`src/rtl/tmr_pkg.sv`:
```
package tmr_pkg;
  typedef enum logic { SRC_INTERNAL = 1'b0, SRC_EXTERNAL = 1'b1 } src_e;
  typedef enum logic { DIR_DOWN = 1'b0, DIR_UP = 1'b1 } dir_e;
endpackage

```
`src/rtl/tmr_prescale.sv`:
```
module tmr_prescale #(
  parameter int DIV_SLOW = 12,
  parameter int DIV_FAST = 6
) (
  input  logic clk,
  input  logic rst_n,
  input  logic fast_mode,
  output logic tick
);
  localparam int PW = $clog2(DIV_SLOW + 1);

  logic [PW-1:0] div_cnt;
  logic [PW-1:0] limit;

  assign limit = fast_mode ? PW'(DIV_FAST - 1) : PW'(DIV_SLOW - 1);
  assign tick  = (div_cnt >= limit);

  always_ff @(posedge clk) begin
    if (!rst_n)    div_cnt <= '0;
    else if (tick) div_cnt <= '0;
    else           div_cnt <= div_cnt + 1'b1;
  end

  // the internal tick lasts a single cycle
  assert_tick_single_R8: assert property (@(posedge clk) disable iff (!rst_n)
    tick |=> !tick);
endmodule

```
`src/rtl/tmr_edge.sv`:
```
module tmr_edge (
  input  logic clk,
  input  logic rst_n,
  input  logic pin,
  output logic fall
);
  logic sync_a, sync_b, last_b;

  always_ff @(posedge clk) begin
    if (!rst_n) begin
      sync_a <= 1'b0;
      sync_b <= 1'b0;
      last_b <= 1'b0;
    end else begin
      sync_a <= pin;
      sync_b <= sync_a;
      last_b <= sync_b;
    end
  end

  assign fall = last_b & ~sync_b;

  // one falling edge gives exactly one pulse
  assert_fall_single_R9: assert property (@(posedge clk) disable iff (!rst_n)
    fall |=> !fall);
endmodule

```
`src/rtl/tmr_core.sv`:
```
module tmr_core #(
  parameter int CNT_W = 16
) (
  input  logic             clk,
  input  logic             rst_n,
  input  logic             adv,
  input  logic             up,
  input  logic [CNT_W-1:0] reload,
  output logic [CNT_W-1:0] count,
  output logic             wrap
);
  localparam logic [CNT_W-1:0] ALL_ONES = {CNT_W{1'b1}};

  // returns {wrap, next count} for one step
  function automatic logic [CNT_W:0] step_fn(input logic [CNT_W-1:0] cur,
                                             input logic go_up,
                                             input logic [CNT_W-1:0] rl);
    if (go_up) begin
      if (cur == ALL_ONES) return {1'b1, rl};
      else                 return {1'b0, cur + 1'b1};
    end else begin
      if (cur == rl)       return {1'b1, ALL_ONES};
      else                 return {1'b0, cur - 1'b1};
    end
  endfunction

  logic [CNT_W:0] nxt;
  assign nxt  = step_fn(count, up, reload);
  assign wrap = adv & nxt[CNT_W];

  always_ff @(posedge clk) begin
    if (!rst_n)   count <= '0;
    else if (adv) count <= nxt[CNT_W-1:0];
  end

  // no step means no change, whatever the reload input does
  assert_hold_idle_R7: assert property (@(posedge clk) disable iff (!rst_n)
    !adv |=> $stable(count));
  // plain up step
  assert_up_step_R2: assert property (@(posedge clk) disable iff (!rst_n)
    (adv && up && count != ALL_ONES) |=> count == $past(count) + 1'b1);
  // up wrap loads reload
  assert_up_wrap_R2: assert property (@(posedge clk) disable iff (!rst_n)
    (adv && up && count == ALL_ONES) |=> count == $past(reload));
  // down wrap loads all ones
  assert_down_wrap_R3: assert property (@(posedge clk) disable iff (!rst_n)
    (adv && !up && count == reload) |=> count == ALL_ONES);
endmodule

```
`src/rtl/tmr_flags.sv`:
```
module tmr_flags (
  input  logic clk,
  input  logic rst_n,
  input  logic wrap,
  input  logic clr,
  output logic ovf_flag,
  output logic par_flag
);
  always_ff @(posedge clk) begin
    if (!rst_n) begin
      ovf_flag <= 1'b0;
      par_flag <= 1'b0;
    end else if (wrap) begin
      ovf_flag <= 1'b1;
      par_flag <= ~par_flag;
    end else if (clr) begin
      ovf_flag <= 1'b0;
      par_flag <= 1'b0;
    end
  end

  // a wrap always leaves the overflow flag set
  assert_wrap_sets_R5: assert property (@(posedge clk) disable iff (!rst_n)
    wrap |=> ovf_flag);
  // a wrap inverts parity
  assert_wrap_toggles_R6: assert property (@(posedge clk) disable iff (!rst_n)
    wrap |=> par_flag != $past(par_flag));
  // a lone clear empties both flags
  assert_clear_R10: assert property (@(posedge clk) disable iff (!rst_n)
    (clr && !wrap) |=> (!ovf_flag && !par_flag));
endmodule

```
`src/rtl/updown_reload_timer.sv`:
```
module updown_reload_timer #(
  parameter int CNT_W    = 16,
  parameter int DIV_SLOW = 12,
  parameter int DIV_FAST = 6
) (
  input  logic             clk,
  input  logic             rst_n,
  input  logic             src_sel,
  input  logic             fast_mode,
  input  logic             ext_pin,
  input  logic             run,
  input  logic             dir_en,
  input  logic             dir_pin,
  input  logic [CNT_W-1:0] reload_val,
  input  logic             flag_clr,
  output logic             ovf_flag,
  output logic             par_flag,
  output logic [CNT_W-1:0] count
);
  import tmr_pkg::*;

  logic int_tick, ext_fall, step_src, adv, wrap;
  dir_e dir;

  tmr_prescale #(.DIV_SLOW(DIV_SLOW), .DIV_FAST(DIV_FAST)) u_pre (
    .clk(clk), .rst_n(rst_n), .fast_mode(fast_mode), .tick(int_tick));

  tmr_edge u_edge (
    .clk(clk), .rst_n(rst_n), .pin(ext_pin), .fall(ext_fall));

  assign step_src = (src_e'(src_sel) == SRC_EXTERNAL) ? ext_fall : int_tick;
  assign adv      = run & step_src;
  assign dir      = (!dir_en || dir_pin) ? DIR_UP : DIR_DOWN;

  tmr_core #(.CNT_W(CNT_W)) u_core (
    .clk(clk), .rst_n(rst_n), .adv(adv), .up(dir == DIR_UP),
    .reload(reload_val), .count(count), .wrap(wrap));

  tmr_flags u_flags (
    .clk(clk), .rst_n(rst_n), .wrap(wrap), .clr(flag_clr),
    .ovf_flag(ovf_flag), .par_flag(par_flag));

  // a stopped timer keeps its count
  assert_stopped_R7: assert property (@(posedge clk) disable iff (!rst_n)
    !run |=> $stable(count));
  // direction disabled never counts down
  assert_dir_off_R4: assert property (@(posedge clk) disable iff (!rst_n)
    (adv && !dir_en && count != {CNT_W{1'b1}}) |=> count == $past(count) + 1'b1);
endmodule

```
`config.mk`:
```
export PLATFORM = sky130hd
export DESIGN_NAME = updown_reload_timer
export DESIGN_NICKNAME = d
export VERILOG_FILES = /design/src/rtl/tmr_pkg.sv /design/src/rtl/tmr_prescale.sv /design/src/rtl/tmr_edge.sv /design/src/rtl/tmr_core.sv /design/src/rtl/tmr_flags.sv /design/src/rtl/updown_reload_timer.sv
export SDC_FILE = /design/constraint.sdc
export NUM_CORES = 1
export LEC_CHECK = 0
export ABC_AREA = 1
export BUFFER_PORTS_ARGS = -buffer_cell sky130_fd_sc_hd__buf_2
export CORE_MARGIN = 3
export CORE_UTILIZATION = 52
export DETAILED_ROUTE_END_ITERATION = 10
export PLACE_DENSITY = 0.78
export SLEW_MARGIN = 0
export SYNTH_ARGS = -nofsm -noshare
export SYNTH_HDL_FRONTEND = slang
export SYNTH_SLANG_ARGS = --single-unit
```
`constraint.sdc`:
```
create_clock -name clk -period 1.6 [get_ports clk]
set_input_delay 0.32 -clock clk [delete_from_list [all_inputs] [get_ports clk]]
set_output_delay 0.32 -clock clk [all_outputs]
set_load 0.1 [all_outputs]
```
Word level (Yosys, flattened, before mapping)
Cells that the tools add are included.
W data, S select, Z words.
{"block": "totals", "mem_bits_ro": 0, "latch_bits": 0, "output_inout_bits": 18, "ram_bits": 0, "n_memories": 0, "reg_bits": 25}
{"block": "classes", "shifts": 0, "bitwise": 6, "n_lt_le_gt_ge": 1, "reduce_logical": 4, "multipliers": 0, "div_mod_pow": 0, "n_eq_ne": 2, "n_mux": 9, "n_addsub": 3}
{"operator": "$mux W17", "n": 3}
{"operator": "$add A16 B1 Y16 const B", "n": 1}
{"operator": "$eq A16 B16 Y1", "n": 1}
{"operator": "$eq A16 B16 Y1 const B", "n": 1}
{"operator": "$sub A16 B1 Y16 const B", "n": 1}
{"operator": "$mux W1", "n": 5}
{"operator": "$add A4 B1 Y4 const B", "n": 1}
{"operator": "$ge A4 B4 Y1", "n": 1}
{"operator": "$mux W4", "n": 1}
{"operator": "$and A1 B1 Y1", "n": 3}
{"operator": "$not A1 Y1", "n": 3}
{"operator": "$reduce_bool A2 Y1", "n": 1}
{"operator": "$reduce_or A2 Y1", "n": 1}
{"operator": "$logic_not A1 Y1", "n": 1}
{"operator": "$logic_or A1 B1 Y1", "n": 1}

Logic depth before layout (Yosys ltp)
Gate-level depths: netlist of run 1.
{"block": "logic_depth", "word_depth": 6, "depth_mapped": 14, "depth_no_buf": 14}

By module
Synthesis of run 1 repeated with hierarchy kept, for this count alone.
{"block": "hier_totals", "cells_unflattened": 439, "hier_area_um2": 2575.0}
{"module": "tmr_core", "instances": 1, "cells_each": 381, "area_each_um2": 2138.3}
{"module": "tmr_prescale", "instances": 1, "cells_each": 29, "area_each_um2": 239.0}
{"module": "tmr_edge", "instances": 1, "cells_each": 11, "area_each_um2": 90.1}
{"module": "tmr_flags", "instances": 1, "cells_each": 11, "area_each_um2": 78.8}
{"module": "updown_reload_timer", "instances": 1, "cells_each": 7, "area_each_um2": 28.8}

Worst setup path after synthesis of run 1
No wires, ideal clock.
{"block": "synth_path", "path_kind": "register -> register", "startpoint": "register u_core.count[1]", "endpoint": "register u_core.count[0]", "required_time_ns": 1.491, "setup_slack_ns": -0.778, "path_stages_with_launch": 12, "arrival_time_ns": 2.269, "setup_time_ns": 0.109, "synth_period_minus_slack_ns": 2.378, "path_cell_list": "dfxtp_1 ha_1 nand2_2 nor3_4 nand2_2 buf_6 nand2_1 o21ai_1 nand2_1 nand3_1 nand2_1 inv_1"}
{"block": "synth_via", "elab_chain_cells": 3}
{"element": "start, declared", "line": "tmr_core.sv:9", "rtl": "output logic [CNT_W-1:0] count,"}
{"element": "start signal, assigned", "line": "tmr_core.sv:33", "rtl": "else if (adv) count <= nxt[CNT_W-1:0];"}
{"element": "$eq A16 B16 Y1 (on tied branches)", "line": "tmr_core.sv:22, tmr_core.sv:19"}
{"element": "$mux W17 (on tied branches)", "line": "tmr_core.sv:22, tmr_core.sv:19"}
{"element": "$mux W17 *", "line": "tmr_core.sv:18", "rtl": "if (go_up) begin"}
Mark *: on every way between the ends. The rest lies on a longest branch, timed or not.
A chain may end at the register's enable or synchronous reset.

Worst setup path after layout of run 1
{"block": "layout_path", "startpoint": "register u_core.count[11]", "endpoint": "register u_core.count[0]"}
Same word-level chain as after synthesis.

==> results.txt, run 1 <==
Pwr Total: 0.00191 W
CP Class: flop to flop
Synth area leader: nand2_1
Wire length per cell: 14.6 um
Hold crit path type: input pin to flop
Outcome: finished with violations
GRT Overall Usage: 0.283
Reg-to-reg slack, setup: -100 ps
Final slew viol count: 0
Commonest cells after routing, fill and taps aside: 157 x nand2_1, 60 x buf_4, 53 x inv_1
Worst r2r dst: u_core.count[0]
Unique masters post-synth: 32
Cell Pwr Density: 536 nW/um2
Critical Path Most Common Cell: nand2_1
Final Util: 0.793
CP arrival: 1960 ps
Clk root buf: clkbuf_8
Total die area: 5710 um2
Critical path buffers and inverters: 3
Drt via density: 5.59
# diodes: 0
Drt drc: 0
Share of cells above drive strength 1: 0.355
Yosys top cell area share: 0.243
Number of flops mapped to enable cells by yosys: 0
Top Family by Delay on Critical Path: simple AND/OR/NAND/NOR gates
Die Width: 75.5 um
Cells on worst reg2reg path: 13
CP endpoint kind: flop
Relative slew slack: 0.667
Core area: 4500 um2
Final setup viols: 17
Worst-Margin Slew: 499 ps
Multi-input gate area: 1800 um2
Async set-reset flop share out of synthesis: 0
Port bufs: 42
Post-Syn Area: 2510 um2
# clock sinks: 25
Final worst-path cycle share: 1.07
Initial DRC count: 453
Failing checks: setup timing
Worst hold start: ext_pin
Ranking of synthesized cells by area: nand2_1 24%, dfxtp_1 20%, nor2_1 8.7%, inv_1 8.5%, nand3_1 7.6%
Crit. Startpoint: u_core.count[11]
Setup ws final: -104 ps
Final Hold Violating Endpoints: 0
RD Place Congestion: 0.994
CTS Buf Count: 3
CTS max path bufs: 2
Filler cells: 310
Startpoint Class: flop
Fmax: 587 MHz
Syn Inst Count: 452
CP required: 1860 ps
DP HPWL: 5.67 mm
Reg-to-Reg Start: u_core.count[11]
Num rows: 24
DIE HEIGHT: 75.5 um
Nets@finish: 581
Boundary pin count: 43
Total Wirelength: 8.80 mm
Initial antenna violation count: 0
CTS tree: yes
Yosys Warn Count: 0
Worst-skew pair later-pin latency: 310 ps
Vias in the first global route: 2828
Sequential area share after synthesis: 0.199
Clk slew on worst S/H paths: 110 ps
Post-route minimum period: 1700 ps
RSZ-0062 raised after global routing: yes
Worst vdd ir: 0.377 mV
Largest net degree at the start of global routing: 20
Area grow syn2layout: 42.0%
Starting Density: 0.558
Syn nets: 483
Avg Synthesized Cell Area: 5.56 um2
Crit path cell chain: inv_1 > nand2_1 > nand2_1 > nor2_1 > nand2_1 > nor2_2 > nand2_4 > buf_4 > nand2_1 > nand2_1 > nand3_1 > nand2_1 > inv_1
Pleak: 1.99 nW
Register bit total from synthesis: 25
Slowest CP cell: dfxtp_4
Clock skew: 4.36 ps
First-pass GRT wire length: 12.5 mm
Max H-tree Level: 1
Reg area: 563 um2
Setup TNS: -945 ps
Crit path max fanout: 8
Hold Path End: u_edge.sync_a
DRT antenna net count: 0
Grt ovf: 0
DR pass1 iterations: 8
Worst Hold Path Cells: 3
Commonest non-fill, non-tap cell in the layout: nand2_1
Slowest cell delay on critical path: 420 ps
Via count: 3358
Max-cap violations: 0
Post-synth top flop: dfxtp_1
==> registers in the layout (all words and copies together), names as in the netlist <==
name,count
u_core.count,16
u_edge.last_b,1
u_edge.sync_a,1
u_edge.sync_b,1
u_flags.ovf_flag,1
u_flags.par_flag,1
u_pre.div_cnt,4
==> layer usage <==
| layer | track usage | vias to the layer above | wire (um) | part of all wire |
|---|---|---|---|---|
| li1 | - | 1596 | - | - |
| met1 | 0.372 | 1459 | 3430 | 0.39 |
| met2 | 0.466 | 256 | 4030 | 0.46 |
| met3 | 0.0356 | 47 | 963 | 0.11 |
| met4 | 0.122 | 0 | 378 | 0.043 |
| met5 | 0 | - | 0 | 0 |
==> synthesized netlist by cell type, types with 2 or more instances <==
| cell type | count |
|---|---|
| dfxtp_1 | 25 |
| inv_1 | 57 |
| o21ai_0 | 16 |
| a21oi_1 | 13 |
| clkinv_1 | 2 |
| nand3_2 | 5 |
| clkbuf_1 | 3 |
| buf_2 | 4 |
| nor2_1 | 58 |
| buf_6 | 2 |
| nand4_1 | 8 |
| nor2_4 | 2 |
| xnor2_1 | 2 |
| nor2_2 | 4 |
| ha_1 | 6 |
| nand2_1 | 163 |
| buf_4 | 11 |
| o21ai_1 | 3 |
| o21ai_2 | 4 |
| nand2_2 | 4 |
| inv_2 | 4 |
| nand3_1 | 38 |
| xor2_1 | 9 |
==> how the worst max path moves through the flow <==
stage | depth (start not counted) | to | slack (ps)
floorplan | 11 | u_core.count[0] | -100
global placement | 13 | u_core.count[4] | -190
detailed placement | 13 | u_flags.par_flag | -240
CTS | 9 | u_core.count[11] | -70
global route | 13 | u_core.count[0] | -160
finish | 13 | u_core.count[0] | -100
==> worst reg2reg max path, cell delays in order, from the launching register on <==
cell and delay (ps):
dfxtp_4 420, inv_1 80, nand2_1 60, nand2_1 60
nor2_1 90, nand2_1 110, nor2_2 190, nand2_4 140
buf_4 180, nand2_1 60, nand2_1 50, nand3_1 90
nand2_1 60, inv_1 50
==> report_power, final <==
| group | switching (W) | internal, W | total, W |
|---|---|---|---|
| combinational | 0.000486 | 0.000301 | 0.000787 |
| clock | 0.000277 | 0.000181 | 0.000458 |
| sequential | 0.0000361 | 0.000632 | 0.000668 |
==> stage by stage <==
| stage | instance area (um2) | std cells | hold WS (ps) | worst slack (ps) |
|---|---|---|---|---|
| floorplan | 2660 | 452 | 390 | -104 |
| global placement | 3170 | 580 | 395 | -189 |
| detailed placement | 3170 | 580 | 410 | -245 |
| CTS | 3300 | 589 | 208 | -69.7 |
| global route | 3570 | 601 | 224 | -156 |
| finish | 3570 | 601 | 201 | -104 |
==> area by class of cell <==
class / instances / area share
tap: 52 / 0.0182
timing repair buffer: 112 / 0.231
sequential: 25 / 0.158
multi-input combinational: 343 / 0.504
clock buffer: 3 / 0.0116
inverter: 63 / 0.0704
timing repair inverter: 2 / 0.00561
clock inverter: 1 / 0.00175
==> kinds of logic (layout without fill, tap and decap cells) <==
kind of cell	Yosys count	after routing	synth area share
AOI/OAI and AO/OA	39	39	0.0895
xor gates and xnor gates	11	11	0.0383
DFF	25	25	0.199
buffers and inverters	84	181	0.150
adders and majority gates	6	6	0.0298
and+or+nand+nor	287	287	0.494
==> timing repair <==
action                                  4_1_cts  5_1_grt
gates resized for setup                      16       39
cloned                                        0        3
setup buffers                                 5        9
pin swaps                                    18       16
endpoints found under the setup margin       19       18
hold buffers                                  0        0
(Power assumes the default switching activity.)
==> run 2, diff against run 1 <==
--- a/config.mk
+++ b/config.mk
@@ -7,7 +7,6 @@
 export LEC_CHECK = 0
 export ABC_AREA = 1
 export BUFFER_PORTS_ARGS = -buffer_cell sky130_fd_sc_hd__buf_2
-export CORE_MARGIN = 3
 export CORE_UTILIZATION = 52
 export DETAILED_ROUTE_END_ITERATION = 10
 export PLACE_DENSITY = 0.78
==> run 2 against run 1 <==
Effect of this change: the run still ends with setup timing left; design area fell by 2.5%; final cell count fell by 1.2%; count of clock-buffer cells in the layout unchanged; core utilization decreased by 1.9 points; sequential power grew 0.6%; power fell by 2.5%; highest routed layer unchanged.
==> results.txt, run 2 (synthesis gave the netlist of run 1 again) <==
Nets@finish: 574 (-1.2%)
Initial antenna violation count: 0 (unchanged)
Share of total power in sequential cells: 0.361 (+0.012)
Worst-skew pair later-pin latency: 280 ps (-30 ps)
CP required: 1790 ps (-70 ps)
Startpoint Class: flop
Slowest cell delay on critical path: 360 ps (-60 ps)
Final setup viols: 14 (-3)
Cells on worst reg2reg path: 13 (unchanged)
Combinational power share: 0.410 (about the same)
# clock sinks: 25 (unchanged)
Fmax: 588 MHz (+0.27%)
Area grow syn2layout: 38.5%
Cell Area, Placed: 3180 um2 (+0.32%)
Share of cells above drive strength 1: 0.347 (-0.00833)
Max H-tree Level: 1 (unchanged)
RSZ-0062 raised after global routing: yes
Reg-to-reg slack, setup: -100 ps (about the same)
Crit path cell chain: ha_4 > nand2_2 > nand2_2 > nand3_2 > nand2_1 > nand2_1 > nand2_2 > nand2_8 > buf_8 > nor2_4 > o211ai_2 > nand2_1 > inv_1
Outcome: finished with violations
Commonest cells after routing, fill and taps aside: 158 x nand2_1, 61 x buf_4, 54 x inv_1
Hold Path End: u_edge.sync_a
Slowest CP cell: dfxtp_2
DP HPWL: 5.57 mm (-1.8%)
Psw: 0.000759 W (-5.0%)
First-pass GRT wire length: 12.8 mm (+2.9%)
Worst r2r dst: u_core.count[2]
Grt ovf: 0 (unchanged)
# diodes: 0 (unchanged)
Final worst-path cycle share: 1.06 (-0.00283)
Drt via density: 5.41 (-3.2%)
Reg-to-Reg Start: u_pre.div_cnt[1]
Clock power share: 0.229 (-0.010)
Total die area: 5120 um2 (-10%)
Clock skew: 6.16 ps (+1.80 ps)
Cell Pwr Density: 535 nW/um2 (about the same)
CTS Buf Count: 3 (unchanged)
Pleak: 1.91 nW (-4.0%)
Largest Register: u_core.count
Hold crit path type: input pin to flop
Initial DRC count: 354 (-22%)
Worst vdd ir: 0.446 mV (+18%)
Drt drc: 0 (unchanged)
Switching share of power: 0.407 (-0.0107)
Core area: 4500 um2 (unchanged)
Boundary pin count: 43 (unchanged)
GRT Overall Usage: 0.320 (+0.0362)
Clk root buf: clkbuf_8
Placed cells: 583 (+0.52%)
Hold buffer count at CTS: 0 (unchanged)
Max-cap violations: 0 (unchanged)
Via count: 3214 (-4.3%)
Die Width: 71.5 um (-5.3%)
Max FFs per register: 16 (unchanged)
Starting Density: 0.558 (unchanged)
DRT antenna net count: 0 (unchanged)
Total Wirelength: 7.89 mm (-10%)
Cell Count, Final, Fillers Out: 594 (-1.2%)
Commonest non-fill, non-tap cell in the layout: nand2_1
Worst-Margin Slew: 497 ps (-2.78 ps)
RD Place Congestion: 0.981 (-1.3%)
Final slew viol count: 0 (unchanged)
P_int: 0.00111 W (-0.71%)
CTS max path bufs: 2 (unchanged)
Setup TNS: -489 ps (+455 ps)
Largest net degree at the start of global routing: 16 (-20%)
Relative slew slack: 0.671 (+0.00450)
DIE HEIGHT: 71.5 um (-5.3%)
CP endpoint kind: flop
CTS tree: yes
Setup ws final: -99.7 ps (+4.53 ps)
Pwr Total: 0.00186 W (-2.5%)
Wire length per cell: 13.3 um (-9.2%)
Clk slew on worst S/H paths: 110 ps (about the same)
Vias in the first global route: 2872 (+1.6%)
Largest registers: u_core.count (16), u_pre.div_cnt (4)
Final Hold Violating Endpoints: 0 (unchanged)
Port bufs: 42 (unchanged)
Post-route minimum period: 1700 ps (-4.53 ps)
DR pass1 iterations: 6 (-2)
CP Class: flop to flop
CP arrival: 1890 ps (-70 ps)
Worst Hold Path Cells: 3 (unchanged)
Final Util: 0.773 (-0.0194)
Worst hold start: ext_pin
Crit path max fanout: 6 (-2)
Design Area, Final: 3480 um2 (-2.5%)
Num rows: 24 (unchanged)
Failing checks: setup timing
Crit. Startpoint: u_pre.div_cnt[1]
run 2: cell types whose count changed in the layout (fill, tap and decap cells not counted), moves of 2 or more:
cell        previous run  this run
nand3_1               34        31
buf_12                 4         0
clkinvlp_4             0         2
nand3_2                8        11
nand2_8                0         2
o21ai_0               13        11
nor2_4                 3         5
nand2_4                4         2
nor2_1                48        50
o21ai_1                6         8
buf_6                  5         0
nor2_2                13         9
run 2: how the worst max path moves through the flow:
stage / cells after the start / slack (ps) / to
final: 13 / -100 / u_core.count[2]
after global routing: 9 / -180 / u_core.count[11]
after CTS: 13 / -30 / u_core.count[2]
after detailed placement: 13 / -290 / u_flags.par_flag
after global placement: 13 / -200 / u_core.count[11]
after floorplan: 11 / -100 / u_core.count[0]
run 2: routing by layer:
layer / GRT usage / part of all wire
met5: 0 / 0
met4: 0.135 / 0.030
met3: 0.0394 / 0.093
met2: 0.538 / 0.46
met1: 0.415 / 0.42
run 2: final cells by class:
type                    count  area (um2)
multi-input cells         343        1830
fillers                   333        1020
repair buffers            104         706
flip-flops and latches     25         563
inverters                  63         251
well taps                  52        65.1
clock buffers               3        41.3
repair inverters            3        23.8
clock inverters             1        6.26
run 2: power by group through the flow:
stage / logic (W) / registers (W) / clock network, W
after global placement: 0.000669 / 0.000680 / 0
after global routing: 0.000840 / 0.000676 / 0.000447
after detailed placement: 0.000686 / 0.000682 / 0
after CTS: 0.000732 / 0.000670 / 0.000428
after floorplan: 0.000394 / 0.000764 / 0
final: 0.000766 / 0.000672 / 0.000427
run 2: worst max-delay path, delay by kind of cell, from the launching register on:
family | cells | cell delay (ps)
adder cells (fa/ha/maj) | 1 | 270
AND/OR/NAND/NOR | 9 | 730
AO/OA/AOI/OAI | 1 | 70
buffers and inverters | 2 | 200
flip-flops | 1 | 360
run 2: metrics by stage:
stage                     setup WS [ps]  hold slack [ps]
after floorplan                    -104              390
after global placement             -201              395
after detailed placement           -289              417
after CTS                         -27.1              214
after global routing               -177              216
final                             -99.7              214
run 2: repair_timing:
| item | in CTS | in global routing |
|---|---|---|
| pin swaps | 10 | 6 |
| setup endpoints to repair | 19 | 18 |
| gates resized for setup | 35 | 17 |
| gates cloned | 3 | 1 |
| setup buffers | 1 | 2 |
==> run 3, diff against run 2 <==
--- a/config.mk
+++ b/config.mk
@@ -7,9 +7,9 @@
 export LEC_CHECK = 0
 export ABC_AREA = 1
 export BUFFER_PORTS_ARGS = -buffer_cell sky130_fd_sc_hd__buf_2
-export CORE_UTILIZATION = 52
+export CORE_UTILIZATION = 60
 export DETAILED_ROUTE_END_ITERATION = 10
-export PLACE_DENSITY = 0.78
+export PLACE_DENSITY = 0.84
 export SLEW_MARGIN = 0
 export SYNTH_ARGS = -nofsm -noshare
 export SYNTH_HDL_FRONTEND = slang
==> constraint.sdc (replaced) <==
create_clock -name clk -period 2.2 [get_ports clk]
set_input_delay 0.44 -clock clk [delete_from_list [all_inputs] [get_ports clk]]
set_output_delay 0.44 -clock clk [all_outputs]
set_load 0.1 [all_outputs]
==> run 3 against run 2 <==
Effect of this change: the run now ends clean; clock power is 33% lower; final cell count is 10% lower; non-clock buffer count is 56 lower; power is 35% lower; setup slack better by 400 ps; sequential share of layout area is 2.6 points higher; flip-flop and latch count stayed put; via count is 14% lower; largest cell class unchanged; largest power group is now sequential cells; highest routed layer unchanged.
==> results.txt, run 3 (synthesis gave the netlist of run 1 again) <==
Outcome: finished, final reports clean
Drt via density: 5.21 (-3.6%)
Design Area, Final: 2750 um2 (-21%)
Core area: 4000 um2 (-11%)
CP required: 2420 ps (+630 ps)
Post-route minimum period: 1900 ps (+201 ps)
CTS Buf Count: 3 (unchanged)
Max FFs per register: 16 (unchanged)
Port bufs: 42 (unchanged)
Die Width: 66.7 um (-6.7%)
Cts repair resizes: 0 (-100%)
Clk slew on worst S/H paths: 90 ps (-20 ps)
Critical Path Most Common Cell: nand2_1
RD Place Congestion: 1.00 (+2.4%)
Max H-tree Level: 1 (unchanged)
DIE HEIGHT: 66.7 um (-6.7%)
DRT antenna net count: 0 (unchanged)
# clock sinks: 25 (unchanged)
Wire length per cell: 12.0 um (-9.9%)
Total die area: 4450 um2 (-13%)
Slowest cell delay on critical path: 450 ps (+90 ps)
CTS max path bufs: 2 (unchanged)
Largest registers: u_core.count (16), u_pre.div_cnt (4)
Multi-input gate area: 1640 um2 (-10%)
Vias in the first global route: 2323 (-19%)
Initial DRC count: 252 (-29%)
Commonest cells after routing, fill and taps aside: 163 x nand2_1, 58 x nor2_1, 57 x inv_1
DR pass1 iterations: 5 (-1)
Fmax: 526 MHz (-11%)
# diodes: 0 (unchanged)
Pleak: 1.56 nW (-19%)
Hold buffer count at CTS: 0 (unchanged)
Final worst-path cycle share: 0.864 (-0.199)
Slowest CP cell: dfxtp_2
Largest net degree at the start of global routing: 20 (+4)
CP Class: flop to flop
Hold crit path type: input pin to flop
CTS tree: yes
Grt ovf: 0 (unchanged)
Cell Pwr Density: 443 nW/um2 (-17%)
CP endpoint kind: flop
Drt drc: 0 (unchanged)
Setup TNS: 0 ps (+489 ps)
Crit path max fanout: 13 (+7)
Via count: 2779 (-14%)
Max-cap violations: 0 (unchanged)
Post-CTS setup buffers: 0 (-1)
Nets@finish: 515 (-10%)
First-pass GRT wire length: 10.5 mm (-18%)
Boundary pin count: 43 (unchanged)
Starting Density: 0.629 (+0.0704)
Commonest non-fill, non-tap cell in the layout: nand2_1
Worst-skew pair later-pin latency: 280 ps (about the same)
GRT Overall Usage: 0.310 (-0.0100)
Clock skew: 2.88 ps (-3.28 ps)
Startpoint Class: flop
Total Wirelength: 6.38 mm (-19%)
Share of cells above drive strength 1: 0.190 (-0.156)
Area grow syn2layout: 9.50%
Reg area: 515 um2 (-8.4%)
Worst vdd ir: 0.233 mV (-48%)
Filler cells: 403 (+21%)
Clk root buf: clkbuf_8
Final Hold Violating Endpoints: 0 (unchanged)
Cell Area, Placed: 2710 um2 (-15%)
Num rows: 23 (-4.2%)
DP HPWL: 4.95 mm (-11%)
Relative slew slack: 0.669 (-0.00223)
Final setup viols: 0 (-14)
Worst-Margin Slew: 496 ps (-0.611 ps)
Crit path cell chain: inv_1 > nand2_1 > nand2_1 > nor2_1 > nand2_1 > nor2_2 > nand2_2 > nand2_1 > nand3_1 > and2_0 > nor2_1
RSZ-0062 raised after global routing: no
Initial antenna violation count: 0 (unchanged)
Largest Register: u_core.count
Final slew viol count: 0 (unchanged)
CP arrival: 2120 ps (+230 ps)
-- run 3: cell types whose count changed in the layout (fill, tap and decap cells not counted), sizes merged --
cell	delta
clkinvlp	-2
buf	-56
inv	-1
-- run 3: path summary, 6_finish.rpt --
path                         from                to  slack (ps)  cells after the start
hold reg to reg     u_edge.sync_b     u_edge.last_b         430                      2
hold / removal            ext_pin     u_edge.sync_a         340                      3
setup reg to reg  u_core.count[5]  u_flags.par_flag         300                     11
setup / recovery  u_core.count[5]  u_flags.par_flag         300                     11
-- run 3: cell type report --
| type | count | share of cell area |
|---|---|---|
| well taps | 50 | 0.0227 |
| multi-input cells | 343 | 0.595 |
| inverters | 63 | 0.0859 |
| repair buffers | 48 | 0.0927 |
| clock buffers | 3 | 0.0150 |
| flip-flops and latches | 25 | 0.187 |
| clock inverters | 1 | 0.00182 |
-- run 3: where the power goes --
part           switching, W  leakage [nW]  internal [W]  total, W
logic              0.000290          1.32      0.000142  0.000432
clock network      0.000159        0.0255      0.000127  0.000286
registers         0.0000302         0.209      0.000473  0.000503
-- run 3: worst max-delay path, delay by kind of cell (launching register included) --
kind	cells	cell delay [ps]
AND/OR/NAND/NOR	10	1250
flip-flops	1	450
buffers and inverters	1	130
-- run 3: metal layers --
layer  wire length, um  vias to the layer above  track usage
met5                 0                        -            0
met4               120                        0        0.114
met3               542                       11       0.0325
met2              2890                      126        0.515
met1              2830                     1181        0.406
li1                  -                     1461            -
-- run 3: metrics by stage --
step	instances	setup WS, ps	hold WS (ps)	power, W	utilization
after floorplan	452	22.5	390	0.000847	-
after global placement	529	310	408	0.000929	0.677
after detailed placement	529	225	419	0.000940	0.677
after CTS	533	339	337	0.00123	0.688
after global routing	533	105	348	0.00130	0.688
final	533	300	344	0.00122	0.688
